## config.mk

```make
export PLATFORM = sky130hd
export DESIGN_NAME = keyvault_ctrl
export DESIGN_NICKNAME = d
export VERILOG_FILES = /design/src/rtl/keyvault_pkg.sv /design/src/rtl/keyvault_decode.sv /design/src/rtl/keyvault_store.sv /design/src/rtl/keyvault_crc.sv /design/src/rtl/keyvault_irq.sv /design/src/rtl/keyvault_ctrl.sv
export SDC_FILE = /design/constraint.sdc
export NUM_CORES = 1
export LEC_CHECK = 0
export ABC_AREA = 1
export BUFFER_PORTS_ARGS = -buffer_cell sky130_fd_sc_hd__buf_4
export CAP_MARGIN = 20
export CORE_MARGIN = 3
export CORE_UTILIZATION = 65
export DETAILED_ROUTE_END_ITERATION = 10
export PLACE_DENSITY = 0.83
export REMOVE_ABC_BUFFERS = 1
export SLEW_MARGIN = 0
export SYNTH_ARGS = -nofsm -noshare
export SYNTH_HDL_FRONTEND = slang
export SYNTH_SLANG_ARGS = --single-unit
```

## constraint.sdc

```tcl
create_clock -name clk -period 7.1 [get_ports clk]
set_clock_uncertainty 0.1 [all_clocks]
set_input_delay 1.065 -clock clk [delete_from_list [all_inputs] [get_ports clk]]
set_output_delay 1.065 -clock clk [all_outputs]
set_load 0.02 [all_outputs]
```

## src/rtl/keyvault_pkg.sv

```systemverilog
package keyvault_pkg;

    localparam int unsigned DATA_W     = 32;
    localparam int unsigned KEY_WORDS  = 9;
    localparam int unsigned KEY_IDX_W  = $clog2(KEY_WORDS);
    localparam int unsigned IRQ_W      = 1;

    localparam logic [DATA_W-1:0] UNLOCK_CODE = 32'h757B_DF0D;
    localparam logic [DATA_W-1:0] CRC_POLY    = 32'h82F6_3B78;

    // word indices of the register map (byte offset / 4)
    localparam int unsigned W_STATUS  = 0;
    localparam int unsigned W_CTRL    = 1;
    localparam int unsigned W_PGM     = 2;
    localparam int unsigned W_CRC     = 3;
    localparam int unsigned W_KEY0    = 4;
    localparam int unsigned W_BERR_EN = 13;
    localparam int unsigned W_ISR     = 14;
    localparam int unsigned W_IMR     = 15;
    localparam int unsigned W_IER     = 16;
    localparam int unsigned W_IDR     = 17;
    localparam int unsigned W_LOCK    = 19;

    // status word bit positions
    localparam int unsigned ST_PGM  = 0;
    localparam int unsigned ST_WIPE = 4;
    localparam int unsigned ST_DONE = 8;
    localparam int unsigned ST_PASS = 9;

    typedef enum logic [3:0] {
        SEL_STATUS,
        SEL_CTRL,
        SEL_PGM,
        SEL_CRC,
        SEL_KEY,
        SEL_BERR_EN,
        SEL_ISR,
        SEL_IMR,
        SEL_IER,
        SEL_IDR,
        SEL_LOCK,
        SEL_NONE
    } reg_sel_e;

    typedef struct packed {
        reg_sel_e               sel;
        logic [KEY_IDX_W-1:0]   key_idx;
    } decode_t;

    // One 32-bit word folded into a reflected CRC, low bit first.
    function automatic logic [DATA_W-1:0] crc_fold(input logic [DATA_W-1:0] crc,
                                                   input logic [DATA_W-1:0] word);
        logic [DATA_W-1:0] c;
        c = crc ^ word;
        for (int i = 0; i < DATA_W; i++) begin
            c = c[0] ? ((c >> 1) ^ CRC_POLY) : (c >> 1);
        end
        return c;
    endfunction

endpackage

```

## src/rtl/keyvault_decode.sv

```systemverilog
module keyvault_decode
    import keyvault_pkg::*;
#(
    parameter int unsigned ADDR_W = 8
) (
    input  logic [ADDR_W-1:0] addr,
    output decode_t           dec
);
    localparam int unsigned WI_W = ADDR_W - 2;

    logic [WI_W-1:0] widx;
    int unsigned     wi;

    always_comb begin
        widx        = addr[ADDR_W-1:2];
        wi          = 32'(widx);
        dec.sel     = SEL_NONE;
        dec.key_idx = '0;
        if (addr[1:0] == 2'b00) begin
            case (wi)
                W_STATUS:  dec.sel = SEL_STATUS;
                W_CTRL:    dec.sel = SEL_CTRL;
                W_PGM:     dec.sel = SEL_PGM;
                W_CRC:     dec.sel = SEL_CRC;
                W_BERR_EN: dec.sel = SEL_BERR_EN;
                W_ISR:     dec.sel = SEL_ISR;
                W_IMR:     dec.sel = SEL_IMR;
                W_IER:     dec.sel = SEL_IER;
                W_IDR:     dec.sel = SEL_IDR;
                W_LOCK:    dec.sel = SEL_LOCK;
                default: begin
                    if (wi >= W_KEY0 && wi < W_KEY0 + KEY_WORDS) begin
                        dec.sel     = SEL_KEY;
                        dec.key_idx = KEY_IDX_W'(wi - W_KEY0);
                    end
                end
            endcase
        end
    end
endmodule

```

## src/rtl/keyvault_store.sv

```systemverilog
module keyvault_store
    import keyvault_pkg::*;
#(
    parameter int unsigned WORDS  = KEY_WORDS,
    parameter int unsigned WIDTH  = DATA_W,
    localparam int unsigned IDX_W = $clog2(WORDS)
) (
    input  logic                         clk,
    input  logic                         wr_en,
    input  logic [IDX_W-1:0]             wr_idx,
    input  logic [WIDTH-1:0]             wr_data,
    input  logic                         pgm_mode,
    input  logic                         top_locked,
    input  logic                         top_hidden,
    input  logic                         wipe,
    output logic [WORDS-1:0][WIDTH-1:0]  words,
    output logic                         wipe_flag_clr
);
    logic [WORDS-1:0] hit;
    logic [WORDS-1:0] clr;
    logic [WORDS-1:0] counts;
    logic [WORDS-1:0][WIDTH-1:0] words_q;

    for (genvar g = 0; g < WORDS; g++) begin : g_slot
        if (g == WORDS - 1) begin : g_top
            assign hit[g]    = wr_en && (wr_idx == IDX_W'(g)) && pgm_mode && !top_locked;
            assign clr[g]    = wipe && top_hidden;
            assign counts[g] = top_hidden;
        end else begin : g_low
            assign hit[g]    = wr_en && (wr_idx == IDX_W'(g)) && pgm_mode;
            assign clr[g]    = wipe;
            assign counts[g] = 1'b1;
        end
    end

    // Retained storage: deliberately outside the reset domain.
    always_ff @(posedge clk) begin
        for (int i = 0; i < WORDS; i++) begin
            if (clr[i]) begin
                words_q[i] <= '0;
            end else if (hit[i]) begin
                words_q[i] <= wr_data;
            end
        end
    end

    assign words         = words_q;
    assign wipe_flag_clr = (wr_data != '0) && |(hit & counts);
endmodule

```

## src/rtl/keyvault_crc.sv

```systemverilog
module keyvault_crc
    import keyvault_pkg::*;
#(
    parameter int unsigned NW    = KEY_WORDS - 1,
    localparam int unsigned PW   = $clog2(NW)
) (
    input  logic                        clk,
    input  logic                        rst,
    input  logic                        start,
    input  logic                        pad,
    input  logic [NW-1:0][DATA_W-1:0]   words,
    output logic                        busy,
    output logic                        fin,
    output logic [DATA_W-1:0]           result
);
    logic              run_q;
    logic              pad_q;
    logic              fin_q;
    logic [PW-1:0]     ptr_q;
    logic [DATA_W-1:0] acc_q;

    always_ff @(posedge clk) begin
        if (rst) begin
            run_q <= 1'b0;
            pad_q <= 1'b0;
            fin_q <= 1'b0;
            ptr_q <= '0;
            acc_q <= '0;
        end else begin
            fin_q <= 1'b0;
            if (start) begin
                run_q <= 1'b1;
                pad_q <= pad;
                ptr_q <= '0;
                acc_q <= '0;
            end else if (run_q) begin
                if (pad_q) begin
                    acc_q <= crc_fold(acc_q, '0);
                    pad_q <= 1'b0;
                end else begin
                    acc_q <= crc_fold(acc_q, words[ptr_q]);
                    if (ptr_q == PW'(NW - 1)) begin
                        run_q <= 1'b0;
                        fin_q <= 1'b1;
                    end else begin
                        ptr_q <= ptr_q + 1'b1;
                    end
                end
            end
        end
    end

    assign busy   = run_q | fin_q;
    assign fin    = fin_q;
    assign result = acc_q;
endmodule

```

## src/rtl/keyvault_irq.sv

```systemverilog
module keyvault_irq #(
    parameter int unsigned W = 1
) (
    input  logic         clk,
    input  logic         rst,
    input  logic [W-1:0] raise,
    input  logic         isr_wr,
    input  logic         ier_wr,
    input  logic         idr_wr,
    input  logic [W-1:0] wdata,
    output logic [W-1:0] isr,
    output logic [W-1:0] imr,
    output logic         irq
);
    logic [W-1:0] isr_q;
    logic [W-1:0] imr_q;

    always_ff @(posedge clk) begin
        if (rst) begin
            isr_q <= '0;
            imr_q <= '1;
        end else begin
            isr_q <= (isr_q & ~(isr_wr ? wdata : '0)) | raise;
            if (ier_wr) begin
                imr_q <= imr_q & ~wdata;
            end else if (idr_wr) begin
                imr_q <= imr_q | wdata;
            end
        end
    end

    assign isr = isr_q;
    assign imr = imr_q;
    assign irq = |(isr_q & ~imr_q);
endmodule

```

## src/rtl/keyvault_ctrl.sv

```systemverilog
module keyvault_ctrl
    import keyvault_pkg::*;
#(
    parameter int unsigned ADDR_W = 8
) (
    input  logic              clk,
    input  logic              rst,
    input  logic              cfg_w8_hidden,
    input  logic              req_valid,
    output logic              req_ready,
    input  logic              req_write,
    input  logic [ADDR_W-1:0] req_addr,
    input  logic [31:0]       req_wdata,
    output logic              rsp_valid,
    output logic [31:0]       rsp_rdata,
    output logic              rsp_err,
    output logic              irq
);
    localparam int unsigned LOW_WORDS = KEY_WORDS - 1;

    decode_t dec;
    logic    take, wr, rd;
    logic    pgm_q, wipe_q, done_q, pass_q, lock_q, berr_en_q;
    logic [DATA_W-1:0] crc_exp_q;
    logic    wipe_now, unlock_now, crc_start, wipe_flag_clr, berr_hit;
    logic    crc_busy, crc_fin;
    logic [DATA_W-1:0] crc_val;
    logic [KEY_WORDS-1:0][DATA_W-1:0] key_words;
    logic [IRQ_W-1:0] isr_q, imr_q;
    logic [DATA_W-1:0] status_w, rd_mux;
    logic    rsp_valid_q, rsp_err_q;
    logic [DATA_W-1:0] rsp_rdata_q;

    keyvault_decode #(.ADDR_W(ADDR_W)) u_dec (
        .addr (req_addr),
        .dec  (dec)
    );

    assign req_ready  = !crc_busy;
    assign take       = req_valid && req_ready;
    assign wr         = take && req_write;
    assign rd         = take && !req_write;
    assign unlock_now = wr && (dec.sel == SEL_PGM) && (req_wdata == UNLOCK_CODE);
    assign wipe_now   = unlock_now || (wr && (dec.sel == SEL_CTRL) && req_wdata[0]);
    assign crc_start  = wr && (dec.sel == SEL_CRC) && pgm_q;
    assign berr_hit   = take && (dec.sel == SEL_NONE) && berr_en_q;

    keyvault_store #(.WORDS(KEY_WORDS), .WIDTH(DATA_W)) u_store (
        .clk           (clk),
        .wr_en         (wr && (dec.sel == SEL_KEY)),
        .wr_idx        (dec.key_idx),
        .wr_data       (req_wdata),
        .pgm_mode      (pgm_q),
        .top_locked    (lock_q),
        .top_hidden    (cfg_w8_hidden),
        .wipe          (wipe_now),
        .words         (key_words),
        .wipe_flag_clr (wipe_flag_clr)
    );

    keyvault_crc #(.NW(LOW_WORDS)) u_crc (
        .clk    (clk),
        .rst    (rst),
        .start  (crc_start),
        .pad    (cfg_w8_hidden),
        .words  (key_words[LOW_WORDS-1:0]),
        .busy   (crc_busy),
        .fin    (crc_fin),
        .result (crc_val)
    );

    keyvault_irq #(.W(IRQ_W)) u_irq (
        .clk    (clk),
        .rst    (rst),
        .raise  (IRQ_W'(berr_hit)),
        .isr_wr (wr && (dec.sel == SEL_ISR)),
        .ier_wr (wr && (dec.sel == SEL_IER)),
        .idr_wr (wr && (dec.sel == SEL_IDR)),
        .wdata  (req_wdata[IRQ_W-1:0]),
        .isr    (isr_q),
        .imr    (imr_q),
        .irq    (irq)
    );

    // control and status state
    always_ff @(posedge clk) begin
        if (rst) begin
            pgm_q     <= 1'b0;
            wipe_q    <= 1'b0;
            done_q    <= 1'b0;
            pass_q    <= 1'b0;
            lock_q    <= 1'b0;
            berr_en_q <= 1'b0;
            crc_exp_q <= '0;
        end else begin
            if (unlock_now) begin
                pgm_q <= 1'b1;
            end
            if (wipe_now) begin
                wipe_q <= 1'b1;
            end else if (wipe_flag_clr) begin
                wipe_q <= 1'b0;
            end
            if (crc_start) begin
                crc_exp_q <= req_wdata;
            end
            if (crc_fin) begin
                done_q <= 1'b1;
                pass_q <= (crc_val == crc_exp_q);
            end
            if (wr && (dec.sel == SEL_LOCK) && req_wdata[0] && !cfg_w8_hidden) begin
                lock_q <= 1'b1;
            end
            if (wr && (dec.sel == SEL_BERR_EN)) begin
                berr_en_q <= req_wdata[0];
            end
        end
    end

    always_comb begin
        status_w          = '0;
        status_w[ST_PGM]  = pgm_q;
        status_w[ST_WIPE] = wipe_q;
        status_w[ST_DONE] = done_q;
        status_w[ST_PASS] = pass_q;
    end

    always_comb begin
        rd_mux = '0;
        case (dec.sel)
            SEL_STATUS:  rd_mux = status_w;
            SEL_KEY: begin
                if ((dec.key_idx == KEY_IDX_W'(KEY_WORDS - 1)) && !cfg_w8_hidden) begin
                    rd_mux = key_words[KEY_WORDS-1];
                end
            end
            SEL_BERR_EN: rd_mux[0] = berr_en_q;
            SEL_ISR:     rd_mux[IRQ_W-1:0] = isr_q;
            SEL_IMR:     rd_mux[IRQ_W-1:0] = imr_q;
            SEL_LOCK:    rd_mux[0] = lock_q;
            default:     rd_mux = '0;
        endcase
    end

    always_ff @(posedge clk) begin
        if (rst) begin
            rsp_valid_q <= 1'b0;
            rsp_err_q   <= 1'b0;
            rsp_rdata_q <= '0;
        end else begin
            rsp_valid_q <= take;
            rsp_err_q   <= berr_hit;
            rsp_rdata_q <= rd ? rd_mux : '0;
        end
    end

    assign rsp_valid = rsp_valid_q;
    assign rsp_err   = rsp_err_q;
    assign rsp_rdata = rsp_rdata_q;
endmodule

```

==> qor.yml <==
hold_path:
  hold_end: "rsp_rdata[1]"
  min_path_cells: 2
  min_from: "u_store.words[257]"
  min_path_type: "reg -> reg"
cts:
  clock_path_buffers: 3
  clk_pin_slew_ns: 0.06
  cts_resized: 0
  cts_hold_buf: 0
  cts_tree: "yes"
  cts_buffers: 41
  clkSinkCount: 400
  cts.htree.levels: 2
  post-cts-setup-buffers: 0
  insertion_delay_ns: 0.59
  cts_root_buf: "clkbuf_16"
placement:
  place_area_sq_um: 29720
  dp_hpwl_mm: 65.69
  place_ws_ns: 0.6347
  routabilityCongestion: 1.003
  io_buffers: 80
finish:
  antenna_cells: 0
  final_cell_mix: "nand2_1, nand3_1, dfxtp_1"
  regArea_sq_um: 8014
  multi_input_area_sq_um: 18710
  syn2layout_area_growth_pct: 6.671
  drive_gt1_share_pct: 11.87
  num-fill-cells: 3937
  final_common_cell: "nand2_1"
  finalInstanceArea_sq_um: 31130
  final_nets: 4474
routing:
  via_per_inst: 5.900
  first_pass_iters: 8
  drc: 0
  first_iter_violations: 3160
  wire_per_inst_microns: 18.26
  routed_wl_mm: 92.18
  ant_nets: 0
  via_count: 29780
timing:
  period_share_pct: 91.62
  hold_viol: 0
  maxSlewHeadroom_pct: 27.67
  setup_viol: 0
  fin_crit_ns: 6.505
  setup_ws_ns: 0.5948
  tightest_slew_ns: 1.082
  rsz0062_at_grt: "false"
  max_freq_mhz: 153.7
  drv_slew: 0
  whs_ns: 0.3411
floorplan:
  coreArea_sq_um: 44320
  dieArea_sq_um: 47480
  die_h_microns: 217.9
  row_count: 77
  die_width_microns: 217.9
  num_io_pins: 81
  initial_core_util_pct: 65.86
setup_path:
  rrSetupSlack_ns: 0.59
  crit_path_max_incr_delay_ns: 0.66
  arrival_ns: 6.84
  crit_path_max_fanout: 79
  criticalPathCategory: "reg -> reg"
  crit_slowest_cell: "dfxtp_4"
  rr_worst_depth: 39
  start_kind: "flop"
  critPathRequiredTime_ns: 7.43
  end_kind: "flop"
  rr_endpoint: "u_crc.result[11]"
  reg2reg_from: "u_crc.ptr_q[0]"
  crit_top_cell: "nand2_1"
logic_synthesis:
  synth_edf_count: 0
  synth.largest_area_cell: "dfxtp_1"
  netlist.area_leader.share_pct: 27.44
  synthAdderAreaFrac_pct: 0.2572
  yosys_most_used_dff: "dfxtp_1"
  synthTopCellsByArea: "dfxtp_1, nand2_1, xor2_1"
  synth-async-reset-ratio_pct: 0
  yosysUniqueCellTypes: 53
  yosys.area_share.simple_pct: 35.45
  avgSynthCellArea_sq_um: 6.506
  syn_area_sq_um: 29190
  muxShareOfSynthArea_pct: 0
  synth_xor_area_share_pct: 12.46
  synth-compound-area-share_pct: 15.68
  synth_top_family_by_area: "simple AND/OR/NAND/NOR gates"
  ys.warnings.count: 0
  yosysSeqAreaShare_pct: 27.44
  synth-seq-cells: 400
  syn_inst: 4486
status:
  status: "completed"
grt:
  grt_max_degree: 154
  grt_first_pass_wirelength_mm: 144.5
  track_usage_pct: 37.71
  antenna_found_initial: 1
  grt_overflow: 0
  grt_pass1_vias: 26970
pwr:
  vdd.ir_drop.worst_v: 0.0003600
  powerDensity_nw_per_um2: 243.6
  p_leak_nw: 14.29
flow_run:
  maxCapViolCount: 0
-- kinds of logic after synthesis --
group / after synthesis
buffers and inverters: 587
AOI/OAI and AO/OA: 865
DFF: 400
and+or+nand+nor: 2237
adders and majority gates: 6
xor gates and xnor gates: 391
-- cell type report --
| type | instances | area share (%) |
|---|---|---|
| Multi-Input combinational cell | 3499 | 60.09 |
| Sequential cell | 400 | 25.74 |
| Inverter | 369 | 4.525 |
| Clock buffer | 66 | 3.951 |
| Timing Repair Buffer | 112 | 2.817 |
| Tap cell | 592 | 2.379 |
| Clock inverter | 10 | 0.4943 |
-- worst max-delay path by stage --
stage / from / end / slack (ns) / cells past startpoint
global route: u_crc.ptr_q[0] / u_crc.result[11] / 0.005 / 42
global placement: u_crc.ptr_q[0] / u_crc.result[20] / 0.75 / 41
floorplan: req_addr[5] / wipe_q / -0.96 / 19
detailed placement: u_crc.ptr_q[0] / u_crc.result[11] / 0.63 / 42
finish: u_crc.ptr_q[0] / u_crc.result[11] / 0.59 / 39
CTS: u_crc.ptr_q[0] / u_crc.result[11] / 0.62 / 42
-- critical path, delay by kind of cell, from the launching register on --
family,cells,cell delay (ns)
simple gates,36,5.15
flops,1,0.66
buf+inv,2,0.26
compound gates,1,0.06
-- per-stage QoR --
| stage | std cells | TNS (ns) | power, mW | util [%] |
|---|---|---|---|---|
| 2_1_floorplan | 4268 | -36.18 | 4.641 | - |
| 3_3_place_gp | 4971 | 0 | 5.345 | 67.06 |
| 3_5_place_dp | 4971 | 0 | 5.347 | 67.06 |
| 4_1_cts | 5047 | 0 | 7.535 | 70.18 |
| 5_1_grt | 5048 | 0 | 8.020 | 70.25 |
| 6_report | 5048 | 0 | 7.583 | 70.25 |
-- cells in the mapped netlist (11+ instances only) --
cell,number
nor4_1,15
nand2_4,57
xnor2_1,92
xor2_1,279
a211oi_1,37
clkinv_1,23
o21ai_1,15
nand4_1,27
nor3_1,11
nand3_1,460
buf_6,28
nand3b_1,17
clkbuf_1,131
nand3_2,37
nand2_2,163
or2_2,15
nand2_1,1211
buf_4,19
dfxtp_1,400
inv_1,307
o211ai_1,27
buf_2,29
o21ai_0,387
a21oi_1,362
nor2_1,209
inv_2,36
-- where the power goes --
| group | internal (mW) | leakage [nW] | total (mW) | switching [mW] |
|---|---|---|---|---|
| clock network | 1.27 | 0.673 | 2.21 | 0.938 |
| registers | 2.24 | 3.22 | 2.24 | 0.000262 |
| logic | 0.990 | 10.4 | 3.13 | 2.14 |
-- per-layer routing --
metal | up-vias | part of all wire [%] | GRT usage (%)
met5 | - | 0.012 | 0
met1 | 13650 | 40 | 49.45
met2 | 1428 | 45 | 61.30
met3 | 245 | 9.9 | 6.674
met4 | 2 | 4.5 | 15.94
li1 | 14460 | - | -
-- flip-flops by register name (all words and copies together) (netlist names), 3 cells and up, named ones only --
name and count:
u_crc.ptr_q 3, u_crc.result 32, crc_exp_q 32, rsp_rdata 32, u_store.words 288
Note: power is estimated with default switching activity, not from simulation.
